[config.mk]
export PLATFORM = sky130hd
export DESIGN_NAME = shstore_od_drv
export DESIGN_NICKNAME = d
export VERILOG_FILES = /design/src/rtl/shs_pkg.sv /design/src/rtl/shs_sync.sv /design/src/rtl/shs_edge.sv /design/src/rtl/shs_shift_core.sv /design/src/rtl/shs_store_drv.sv /design/src/rtl/shstore_od_drv.sv
export SDC_FILE = /design/constraint.sdc
export NUM_CORES = 1
export LEC_CHECK = 0
export ABC_AREA = 1
export BUFFER_PORTS_ARGS = -buffer_cell sky130_fd_sc_hd__buf_2
export CAP_MARGIN = 20
export CORE_ASPECT_RATIO = 1.4
export CORE_MARGIN = 3
export CORE_UTILIZATION = 55
export CTS_CLUSTER_SIZE = 12
export DETAILED_ROUTE_END_ITERATION = 8
export GPL_TIMING_DRIVEN = 0
export MAX_ROUTING_LAYER = met4
export PLACE_DENSITY = 0.93
export SETUP_SLACK_MARGIN = 0.3
export SLEW_MARGIN = 10
export SYNTH_ARGS = -nofsm -noshare
export SYNTH_HDL_FRONTEND = slang
export SYNTH_SLANG_ARGS = --single-unit
[constraint.sdc]
create_clock -name clk_i -period 1.7 [get_ports clk_i]
set_input_delay 0.255 -clock clk_i [delete_from_list [all_inputs] [get_ports clk_i]]
set_output_delay 0.255 -clock clk_i [all_outputs]
set_load 0.01 [all_outputs]
[src/rtl/shs_pkg.sv]
package shs_pkg;
  // Bundle of the asynchronous control and data inputs after synchronization.
  typedef struct packed {
    logic sclk;
    logic sdat;
    logic strobe;
    logic oe;
  } shs_ctl_t;

  localparam int SHS_CTL_W = $bits(shs_ctl_t);
endpackage

[src/rtl/shs_sync.sv]
module shs_sync #(
  parameter int WIDTH = 4,
  parameter int DEPTH = 2
) (
  input  logic             clk_i,
  input  logic             rst_i,
  input  logic [WIDTH-1:0] d_i,
  output logic [WIDTH-1:0] q_o
);
  logic [WIDTH-1:0] stg_q [DEPTH];

  for (genvar g = 0; g < DEPTH; g++) begin : g_stage
    if (g == 0) begin : g_first
      always_ff @(posedge clk_i) begin
        if (rst_i) stg_q[g] <= '0;
        else       stg_q[g] <= d_i;
      end
    end else begin : g_rest
      always_ff @(posedge clk_i) begin
        if (rst_i) stg_q[g] <= '0;
        else       stg_q[g] <= stg_q[g-1];
      end
    end
  end

  assign q_o = stg_q[DEPTH-1];
endmodule

[src/rtl/shs_edge.sv]
module shs_edge (
  input  logic clk_i,
  input  logic rst_i,
  input  logic lvl_i,
  output logic rise_o,
  output logic fall_o
);
  logic prev_q;

  always_ff @(posedge clk_i) begin
    if (rst_i) prev_q <= 1'b0;
    else       prev_q <= lvl_i;
  end

  assign rise_o = lvl_i & ~prev_q;
  assign fall_o = ~lvl_i & prev_q;
endmodule

[src/rtl/shs_shift_core.sv]
module shs_shift_core #(
  parameter int STAGES = 12
) (
  input  logic              clk_i,
  input  logic              rst_i,
  input  logic              rise_i,
  input  logic              fall_i,
  input  logic              din_i,
  output logic [STAGES-1:0] chain_o,
  output logic              tap_rise_o,
  output logic              tap_fall_o
);
  localparam int LAST = STAGES - 1;
  localparam int PRE  = STAGES - 2;

  logic [STAGES-1:0] chain_q;
  logic              tap_r_q;
  logic              tap_f_q;

  always_ff @(posedge clk_i) begin
    if (rst_i) begin
      chain_q <= '0;
      tap_r_q <= 1'b0;
    end else if (rise_i) begin
      chain_q <= {chain_q[PRE:0], din_i};
      tap_r_q <= chain_q[PRE];
    end
  end

  always_ff @(posedge clk_i) begin
    if (rst_i)       tap_f_q <= 1'b0;
    else if (fall_i) tap_f_q <= chain_q[LAST];
  end

  assign chain_o    = chain_q;
  assign tap_rise_o = tap_r_q;
  assign tap_fall_o = tap_f_q;
endmodule

[src/rtl/shs_store_drv.sv]
module shs_store_drv #(
  parameter int STAGES = 12
) (
  input  logic              clk_i,
  input  logic              rst_i,
  input  logic              strobe_i,
  input  logic              oe_i,
  input  logic [STAGES-1:0] chain_i,
  output logic [STAGES-1:0] store_o,
  output logic [STAGES-1:0] drive_en_o,
  output logic [STAGES-1:0] pin_lvl_o
);
  logic [STAGES-1:0] store_q;

  always_ff @(posedge clk_i) begin
    if (rst_i)         store_q <= '0;
    else if (strobe_i) store_q <= chain_i;
  end

  for (genvar g = 0; g < STAGES; g++) begin : g_line
    assign drive_en_o[g] = oe_i & store_q[g];
    assign pin_lvl_o[g]  = ~(oe_i & store_q[g]);
  end

  assign store_o = store_q;
endmodule

[src/rtl/shstore_od_drv.sv]
module shstore_od_drv #(
  parameter int STAGES     = 12,
  parameter int SYNC_DEPTH = 2
) (
  input  logic              clk_i,
  input  logic              rst_i,
  input  logic              sdata_i,
  input  logic              sclk_i,
  input  logic              strobe_i,
  input  logic              oe_i,
  output logic [STAGES-1:0] drive_en_o,
  output logic [STAGES-1:0] pin_lvl_o,
  output logic              casc_rise_o,
  output logic              casc_fall_o
);
  import shs_pkg::*;

  shs_ctl_t          raw_ctl;
  shs_ctl_t          syn_ctl;
  logic              sclk_rise;
  logic              sclk_fall;
  logic [STAGES-1:0] chain_q;
  logic [STAGES-1:0] store_q;

  assign raw_ctl = '{sclk: sclk_i, sdat: sdata_i, strobe: strobe_i, oe: oe_i};

  shs_sync #(.WIDTH(SHS_CTL_W), .DEPTH(SYNC_DEPTH)) u_sync (
    .clk_i (clk_i),
    .rst_i (rst_i),
    .d_i   (raw_ctl),
    .q_o   (syn_ctl)
  );

  shs_edge u_edge (
    .clk_i  (clk_i),
    .rst_i  (rst_i),
    .lvl_i  (syn_ctl.sclk),
    .rise_o (sclk_rise),
    .fall_o (sclk_fall)
  );

  shs_shift_core #(.STAGES(STAGES)) u_core (
    .clk_i      (clk_i),
    .rst_i      (rst_i),
    .rise_i     (sclk_rise),
    .fall_i     (sclk_fall),
    .din_i      (syn_ctl.sdat),
    .chain_o    (chain_q),
    .tap_rise_o (casc_rise_o),
    .tap_fall_o (casc_fall_o)
  );

  shs_store_drv #(.STAGES(STAGES)) u_store (
    .clk_i      (clk_i),
    .rst_i      (rst_i),
    .strobe_i   (syn_ctl.strobe),
    .oe_i       (syn_ctl.oe),
    .chain_i    (chain_q),
    .store_o    (store_q),
    .drive_en_o (drive_en_o),
    .pin_lvl_o  (pin_lvl_o)
  );
endmodule

Word level (Yosys, flattened, before mapping)
Memory sizes are Yosys's and may differ from the RTL's.
Index checks and enable logic that the tools add are counted.
W data, S select, Z words.
{"block": "classes", "n_bitwise": 30, "mux": 5}
{"operator": "$and A1 B1 Y1", "count": 14}
{"operator": "$not A1 Y1", "count": 14}
{"operator": "$mux W4", "count": 2}
{"operator": "$mux W1", "count": 3}
{"operator": "$or A1 B1 Y1", "count": 2}
{"block": "word_totals", "out_inout_bits": 26, "memories": 1, "ff_bits": 27, "mem_bits_rw": 8, "input_bits": 6}
{"memory": "u_sync.stg_q", "words": 2, "word_bits": 4, "read_ports": 2, "rd_clocked_by_memory_dff": 0, "write_ports": 2, "line": "shs_sync.sv:10", "rtl": "logic [WIDTH-1:0] stg_q [DEPTH];"}

Logic depth before layout (Yosys ltp)
{"block": "logic_depth", "depth_word": 3, "ltp_mapped": 5}

Cells and area by module
Synthesis repeated with hierarchy kept, for this count alone.
{"block": "unflattened", "hier_cells": 215, "hier_area_um2": 1405.1}
{"mod": "shs_store_drv", "instances": 1, "area_per_inst_um2": 591.8, "seq_area_each_um2": 240.2, "cells_each": 101}
{"mod": "shs_shift_core", "instances": 1, "area_per_inst_um2": 543.0, "seq_area_each_um2": 260.2, "cells_each": 83}
{"mod": "shs_sync", "instances": 1, "area_per_inst_um2": 231.5, "seq_area_each_um2": 160.2, "cells_each": 25}
{"mod": "shs_edge", "instances": 1, "area_per_inst_um2": 38.8, "seq_area_each_um2": 20.0, "cells_each": 6}

Least setup slack after synthesis
Ideal clock, no wire load.
{"block": "synth_timing", "kind": "reg-to-output", "from": "memory u_sync.stg_q[1][0]", "to": "output port drive_en_o[0]", "slack_ns": 0.725, "t_required_ns": 1.445, "stages_incl_launch_ff": 4, "t_arrival_ns": 0.720, "n_path_buf": 1, "path_cell_list": "dfxtp_1 -> buf_2 -> nand2_1 -> inv_1"}
{"element": "from (decl)", "line": "shs_sync.sv:10"}
{"element": "to (decl)", "line": "shstore_od_drv.sv:11", "rtl": "output logic [STAGES-1:0] drive_en_o,"}

==> summary.txt <==
Worst hold path
  • Hold crit path type: input port to flip-flop

Logic synthesis
  • Synth area leader: dfxtp_1
  • Compound-cell area share of the yosys netlist: a little under a tenth
  • Adder-cell share of the synthesized area: 0%
  • Post-Syn Nets: 183
  • Multiplexer share of the synthesized area: 0%
  • Post-Synthesis Cells: 177
  • Register area share after synthesis: between 50% and 60%
  • Register bit total from synthesis: 34
  • XOR/XNOR Fraction of Synth Area: 0%
  • Simple-gate share of the synthesized area: 23.3%
  • Ranking of synthesized cells by area: dfxtp_1 52%, nor2_1 9.7%, inv_1 9.4%
  • Synthesized area: 1320 µm²
  • Synth cell types: 15
  • Synthesis warning total: 0
  • Area share of the largest cell type after synthesis: 51.6%
  • Largest family of logic cells by synthesized area: simple AND/OR/NAND/NOR gates
  • Mapped Avg Cell Area: 7.45 µm²

Clock tree
  • CTS Buffer Depth: 2
  • Clock root buffer: clkbuf_4
  • Inserted Clock Buffers: 5
  • Post-CTS Hold Buffers: 0
  • Reg clk slew, reported paths: 0.09 ns
  • Clk sink count: 34
  • CTS tree: done
  • H-tree depth: 2
  • Clk_lat worst skew: around 0.34 ns

STA
  • Final Cycle Share: 77.6%
  • Min Hold Slack: 0.115 ns
  • RSZ-0062 raised after global routing: yes
  • Final critical-path required period: 1.32 ns
  • FMAX: 0.758 GHz
  • Setup TNS: 0 ns
  • Clock skew: 0.00428 ns
  • Final Max Tran Viols: 0
  • Slew HR: roughly 87%
  • Worst-margin pin slew: ~0.2 ns
  • Fin. Hold Viols: 0
  • Final Setup Violations: 0

Placement
  • Port buffer count: 30
  • Post-Place Cells: about 230
  • Detailed Place HPWL: 1750 µm
  • Placed Instance Area: 1500 µm²
  • RD Place Congestion: approximately 0.82

Route
  • Vias: about 1,100
  • DRT antenna net count: 0
  • Iteration-0 DRC Markers: 29
  • Vias/cell: 4.76
  • DRC Markers: 0
  • Drt wl/cell: slightly above 10 µm
  • Pre-Repair DR Iteration Count: 6
  • Drt total wl: 2430 µm

Cells and area
  • Most frequent cells in the layout: 34 x nor2_1, 33 x inv_1, 33 x buf_2, 33 x dfxtp_1, 25 x nand2_1
  • Filler-free cell count of the finished design: 238
  • Antenna cell count: 0
  • Final instance area: about 1600 µm²
  • Most common cell after layout, fill and taps aside: nor2_1
  • Fin nets: 221
  • Layout area overhead: 19.2%
  • Layout cells sized above 1: 25.0%
  • Layout fillers: approximately 190

Setup path
  • Worst path top cell family by delay: flip-flops
  • Cell Chain, Critical Path: buf_6, nand2_1, inv_1, buf_2
  • CP endpoint kind: output port
  • WS Path Type: flip-flop to output port
  • Crit start category: flip-flop
  • CP Max Fanout: 10
  • Critical Path AT: about 1.1 ns
  • Buf/Inv on CP: 3
  • Critical Path Max Stage Delay: around 0.36 ns
  • Critical Path RT: 1.44 ns
  • Worst path slowest cell: dfxtp_2

Die
  • Die width: 47.4 µm
  • Die area: around 3000 µm²
  • # rows: 20
  • Core area: approximately 2200 µm²
  • Initial core utilization: 59.2%
  • I/O pins: 32
  • Die H: roughly 64 µm

Run status
  • Outcome: finished clean

Power and ir drop
  • PwrDens: 912 nW/µm²
  • Leakage: 0.824 nW
  • VDD IR-drop max: ~0.75 mV

Flow run
  • Max Cap Violations: 0

Global routing
  • Initial antenna violation count: 0
  • Grt total ovfl: 0
  • Largest net degree at the start of global routing: 11
  • All-Layer GR Usage: 20.3%
  • Number of global-route vias before repair: 1,048
  • First-pass GRT wire length: 4220 µm
==> final cells by class <==
class                           instances  area, µm²  area share [%]
Clock buffer                            7       55.1            3.50
Tap cell                               22       27.5            1.75
Clock inverter                          1       5.00           0.318
Inverter                               36        136            8.68
Multi-Input combinational cell         98        433            27.5
Timing Repair Buffer                   31        158            10.0
Buffer                                  9       75.1            4.78
Sequential cell                        34        682            43.4
==> power by group <==
part           switching [W]  internal (W)
Sequential         0.0000192      0.000835
Clock               0.000252      0.000200
Combinational      0.0000740     0.0000535
==> logic make-up after synthesis <==
family          Yosys count
flops                    34
buf+inv                  45
compound gates           25
simple gates             73
==> Yosys cell counts <==
cell type  instances
nor2_4             1
o21ai_1            6
nand2_1           25
o21ai_0            6
a21oi_1           13
nor2_1            34
inv_1             33
inv_2              2
buf_4              2
dfxtp_1           34
nand3_2            2
buf_2              4
clkinv_2           1
buf_6              3
nand3_1           11
==> per-stage QoR <==
step                      util [%]  total power (W)  setup WS, ns
after CTS                     70.2          0.00145         0.311
after floorplan                  -         0.000964         0.725
after detailed placement      67.2         0.000998         0.614
after global placement        67.2         0.000992         0.636
after global routing          70.6          0.00151         0.276
final                         70.6          0.00143         0.380
==> final timing paths <==
kind,to,depth (start not counted),slack (ns),startpoint
worst max-delay path,drive_en_o[4],4,0.38,u_sync.stg_q[1][0]
worst min-delay path,u_sync.stg_q[0][3],3,0.11,sclk_i
worst max register to register,u_core.chain_o[6],4,0.72,u_sync.stg_q[1][3]
worst min register to register,u_sync.stg_q[1][3],2,0.41,u_sync.stg_q[0][3]
==> state kept, by name, indices dropped and copies added (netlist names) <==
| register | flops |
|---|---|
| u_core.tap_rise_o | 1 |
| u_core.chain_o | 11 |
| u_core.tap_fall_o | 1 |
| u_store.store_o | 12 |
| u_sync.stg_q | 8 |
| u_edge.prev_q | 1 |
==> timing repair <==
item | CTS | global route
resized for setup | 2 | 1
endpoints found under the setup margin | 20 | 19
endpoints found under the hold margin | 0 | 0
setup buffers | 0 | 1
==> metal layers <==
| metal | global-route usage [%] | routed length [µm] |
|---|---|---|
| met5 | - | 0 |
| met3 | 7.61 | 141 |
| met4 | 10.4 | 57 |
| met2 | 33.7 | 1290 |
| met1 | 19.3 | 940 |
==> worst reg2reg max path, cell delays in order (launching register included) <==
cell     delay, ns
dfxtp_1       0.40
buf_2         0.26
nand3_1       0.11
nand2_1       0.08
nor2_1        0.04
No activity file was read; power rests on OpenSTA's default activity.
